--- src/rtl/fpu_exc_status.sv ---
module fpu_exc_status #(
  parameter int NF = 6
) (
  input  logic          clk,
  input  logic          rst_n,
  input  logic          init_i,
  input  logic          clr_i,
  input  logic          ld_i,
  input  logic [15:0]   ld_data_i,
  input  logic          mask_wr_i,
  input  logic [NF-1:0] mask_i,
  input  logic          exc_vld_i,
  input  logic [NF-1:0] exc_i,
  input  logic          loss_i,
  input  logic          stk_flt_i,
  input  logic          cc_wr_i,
  input  logic [3:0]    cc_i,
  input  logic          prem_inc_i,
  output logic [15:0]   sw_o,
  output logic [NF-1:0] mask_o,
  output logic          err_n_o
);
  localparam int UF = 4;
  localparam int IV = 0;

  logic [NF-1:0] flg_q, flg_d, flg_b, ev, msk_q, msk_d;
  logic          sf_q, sf_d, sf_b;
  logic [3:0]    cc_q, cc_d;
  logic [2:0]    top_q, top_d;
  logic          err_n_q, sum;

  always_comb begin
    ev = exc_vld_i ? exc_i : '0;
    ev[UF] = ev[UF] & (~msk_q[UF] | loss_i);
    if (ld_i) begin
      flg_b = ld_data_i[NF-1:0];
      sf_b  = ld_data_i[6];
    end else if (clr_i) begin
      flg_b = '0;
      sf_b  = 1'b0;
    end else begin
      flg_b = flg_q;
      sf_b  = sf_q;
    end
    flg_d = init_i ? '0 : (flg_b | ev);
    sf_d  = init_i ? 1'b0 : (sf_b | (exc_vld_i & stk_flt_i & exc_i[IV]));
    msk_d = init_i ? '1 : (mask_wr_i ? mask_i : msk_q);
    if (init_i)          cc_d = '0;
    else if (ld_i)       cc_d = {ld_data_i[14], ld_data_i[10:8]};
    else if (prem_inc_i) cc_d = '0;
    else if (cc_wr_i)    cc_d = cc_i;
    else                 cc_d = cc_q;
    top_d = init_i ? 3'd0 : (ld_i ? ld_data_i[13:11] : top_q);
  end

  always_ff @(posedge clk or negedge rst_n) begin
    if (!rst_n) begin
      flg_q   <= '0;
      sf_q    <= 1'b0;
      msk_q   <= '1;
      cc_q    <= '0;
      top_q   <= '0;
      err_n_q <= 1'b1;
    end else begin
      flg_q   <= flg_d;
      sf_q    <= sf_d;
      msk_q   <= msk_d;
      cc_q    <= cc_d;
      top_q   <= top_d;
      err_n_q <= ~|(flg_d & ~msk_d);
    end
  end

  assign sum     = |(flg_q & ~msk_q);
  assign sw_o    = {sum, cc_q[3], top_q, cc_q[2:0], sum, sf_q, flg_q};
  assign mask_o  = msk_q;
  assign err_n_o = err_n_q;


  err_tracks_sum_chk: assert property (@(posedge clk) disable iff (!rst_n)
    err_n_o == ~sw_o[7]);


  flags_sticky_chk: assert property (@(posedge clk) disable iff (!rst_n)
    (!init_i && !ld_i && !clr_i) |=> ((sw_o[5:0] & $past(sw_o[5:0])) == $past(sw_o[5:0])));


  clear_zero_chk: assert property (@(posedge clk) disable iff (!rst_n)
    (clr_i && !ld_i && !init_i && !exc_vld_i) |=> (sw_o[7:0] == 8'h00 && !sw_o[15] && err_n_o));


  init_state_chk: assert property (@(posedge clk) disable iff (!rst_n)
    init_i |=> (sw_o == 16'h0000 && mask_o == '1));


  uf_masked_chk: assert property (@(posedge clk) disable iff (!rst_n)
    (exc_vld_i && mask_o[UF] && !loss_i && !sw_o[UF] && !ld_i) |=> !sw_o[UF]);


  restore_flags_chk: assert property (@(posedge clk) disable iff (!rst_n)
    (ld_i && !init_i && !exc_vld_i) |=> (sw_o[6:0] == $past(ld_data_i[6:0])));
endmodule

--- config.mk ---
export PLATFORM = sky130hd
export DESIGN_NAME = fpu_exc_status
export DESIGN_NICKNAME = d
export VERILOG_FILES = /design/src/rtl/fpu_exc_status.sv
export SDC_FILE = /design/constraint.sdc
export NUM_CORES = 1
export LEC_CHECK = 0
export BUFFER_PORTS_ARGS = -buffer_cell sky130_fd_sc_hd__buf_4
export CORE_MARGIN = 5
export CORE_UTILIZATION = 42
export DETAILED_ROUTE_END_ITERATION = 10
export HOLD_SLACK_MARGIN = 0.03
export PLACE_DENSITY = 0.79
export SLEW_MARGIN = 20
export SYNTH_ARGS = -nofsm -noshare
export SYNTH_HDL_FRONTEND = slang
export SYNTH_SLANG_ARGS = --single-unit
--- constraint.sdc ---
create_clock -name clk -period 1.35 [get_ports clk]
set_input_delay 0.27 -clock clk [delete_from_list [all_inputs] [get_ports clk]]
set_output_delay 0.27 -clock clk [all_outputs]
set_load 0.01 [all_outputs]
==> run_results.csv <==
group,metric,value,unit
clock_network,cts-root-buf,"clkbuf_4",
synthesis,synth-simple-area-share,12.4,%
timing,finalWorstSetupSlack,-307,ps
clock_network,path_clk_slew,120,ps
power,irDropWorstVdd,0.000605,V
critical_path,critPathMaxStageDelay,560,ps
timing,max_freq,0.604,GHz
critical_path,crit_required,1080,ps
clock_network,cts_buffers,3,
clock_network,cts_tree,"yes",
grt,grt_max_degree,22,
drt,wl_per_cell,16.3,µm
timing,drv_slew,0,
drt,viasPerCell,5.20,
grt,grt_pass1_wl,4.95,mm
clock_network,insertion_delay,300,ps
die,row_count,18,
drt,drt-total-wl,3.20,mm
critical_path,cp-startpoint,"mask_o[3]",
worst_hold_path,hp-class,"in -> reg",
critical_path,critPathMaxFanout,2,
timing,min_period_over_period,123,%
place,place_congestion,0.803,
synthesis,ys_ff_latch,21,
grt,grt_overflow_total,0,
critical_path,crit_buf_inv,2,
synthesis,synthAdderAreaFrac,0,%
finish,n_antenna_cell,0,
finish,layout_commonest_cell,"buf_4",
drt,num_vias,1020,
finish,stdcell_count,196,
die,start_util,43.4,%
critical_path,end_kind,"primary output",
synthesis,synth_compound_area_share,19.2,%
drt,ant_nets,0,
critical_path,criticalPathCategory,"reg -> out",
synthesis,synth.net_count,142,
synthesis,synth_cell_types,28,
timing,fin_skew,3.48,ps
critical_path,crit_path_start_kind,"flop",
synthesis,synth-warning-count,0,
critical_path,arrival,1390,ps
critical_path,cp_top_family,"flip-flops",
run_status,status,"complete, but fails checks",
timing,slew_headroom,81.4,%
finish,fill_cells,200,
critical_path,path_cells,"inv_2 > a22oi_2 > o2111ai_2 > buf_4",
synthesis,avgSynthCellArea,10.7,µm²
finish,final_cell_mix,"buf_4 (67), dfrtp_1 (14), nor2_1 (13), nand2_1 (8), dfstp_2 (7)",
drt,drtIter0Drc,44,
grt,grt_pass1_vias,1047,
timing,setup_violations,3,
die,core,0.00243,mm²
finish,fin_nets,210,
place,dpl.cell_count,189,
synthesis,ys_seq_area_share,50.6,%
timing,max_slew.worst_pin.slew,278,ps
worst_hold_path,worstHoldStart,"ld_data_i[6]",
critical_path,crit_slowest_cell,"dfstp_2",
die,die_w,60.1,µm
power,power_density,863,mW/mm²
synthesis,synth_xor_area_share,0,%
timing,period_needed,1660,ps
synthesis,netlist_instances,99,
synthesis,synthMuxAreaShare,10.1,%
grt,grt_use_total,18.4,%
clock_network,cts_buffer_depth,2,
finish,area_growth,53.6,%
synthesis,synth_top_family_by_area,"compound AO/OA/AOI/OAI gates",
place,portBuffers,63,
timing,hold_viol_final,0,
timing,rsz0062_at_grt,"yes",
clock_network,clock_sinks,21,
job,drv_cap,0,
die,pin_count,66,
run_status,violations,"negative setup slack",
finish,drive_gt1_share,58.4,%
place,hpwl,2.57,mm
drt,dr.pass1.iters,4,
timing,finalSetupTns,-772,ps
die,die_area,0.00362,mm²
power,p_leak,0.824,nW
drt,drc,0,
grt,grt_antenna_before_repair,0,
die,die_y,60.1,µm
clock_network,htree_levels,1,
synthesis,syn-cell-area,0.00106,mm²
critical_path,rr_startpoint,"mask_o[3]",
tightest hold or removal path, delay by kind of cell:
family / cells / cell delay [ps]
buf+inv: 1 / 110
simple gates: 1 / 50
compound gates: 1 / 50
state kept, by name, indices dropped and copies added (netlist names):
register	count
flg_q	6
mask_o	6
cc_q	4
top_q	3
err_n_o	1
sf_q	1
metrics by stage:
step                      total power [W]  cell area, µm²  hold WS, ps  setup WS, ps  util [%]
final                             0.00140            1620          218          -307      66.7
after global routing              0.00146            1620          231          -365      66.7
after CTS                         0.00140            1600          211          -295      65.7
after detailed placement          0.00109            1540          164         -7.71      63.2
after global placement            0.00108            1540          163          17.2      63.2
after floorplan                  0.000884            1060        -25.6          28.2         -
per-layer routing:
layer	track usage, %	wire, µm	vias to the layer above	share of wire (%)
li1	-	-	484	-
met1	22.8	1140	491	36
met2	32.1	1810	39	57
met3	2.59	180	6	5.6
met4	6.96	59	0	1.8
met5	0	0	-	0
cell families after synthesis:
group	Yosys count
simple gates	28
compound gates	27
flops	21
buf+inv	13
mux	10
synth_stat cells:
cell	instances	share of area [%]
clkbuf_1	1	0.36
nor3_2	1	0.95
nor2b_1	1	0.59
inv_1	6	2.1
a31o_2	1	0.83
nand2_1	8	2.8
and2_1	1	0.59
buf_4	4	2.8
or2_2	1	0.59
o2111ai_1	1	0.83
a211oi_2	1	1.2
or3b_4	1	1.1
o211ai_1	3	2.1
buf_6	1	1.1
mux2i_1	5	4.7
o22ai_1	2	1.2
a22o_2	2	1.9
a22oi_1	7	5.0
a32oi_1	1	0.83
nor2_1	13	4.6
a22o_1	2	1.7
o221ai_1	1	0.83
a21oi_1	6	2.8
clkbuf_8	1	1.3
mux2_2	5	5.3
nand2b_1	2	1.2
dfstp_2	7	17
dfrtp_1	14	33
path summary, 6_finish.rpt:
| path | to | slack (ps) | cells past startpoint |
|---|---|---|---|
| min | sf_q | 220 | 3 |
| min in group asynchronous | flg_q[3] | 370 | 2 |
| max in group asynchronous | mask_o[5] | 710 | 2 |
| max reg2reg | err_n_o | -160 | 6 |
| min reg2reg | top_q[1] | 540 | 2 |
| max | sw_o[7] | -310 | 4 |
area by class of cell:
| class | count | area, µm² | share of cell area, % |
|---|---|---|---|
| Clock buffer | 4 | 26.3 | 1.62 |
| Sequential cell | 21 | 534 | 32.9 |
| Multi-Input combinational cell | 65 | 465 | 28.7 |
| Inverter | 6 | 22.5 | 1.39 |
| Timing Repair Buffer | 70 | 536 | 33.0 |
| Tap cell | 30 | 37.5 | 2.31 |
what timing repair did:
action,4_1_cts,5_1_grt
hold buffers,1,0
endpoints found under the hold margin,14,0
setup buffers,1,1
pin swaps,3,3
endpoints found under the setup margin,2,4
resized for setup,4,4
report_power, final:
| part | switching [W] | internal, W | total [W] | leakage, nW |
|---|---|---|---|---|
| clock network | 0.000187 | 0.000115 | 0.000302 | 0.0150 |
| logic | 0.000167 | 0.000219 | 0.000386 | 0.551 |
| registers | 0.0000288 | 0.000683 | 0.000711 | 0.258 |
Note: power is estimated with default switching activity, not from simulation.
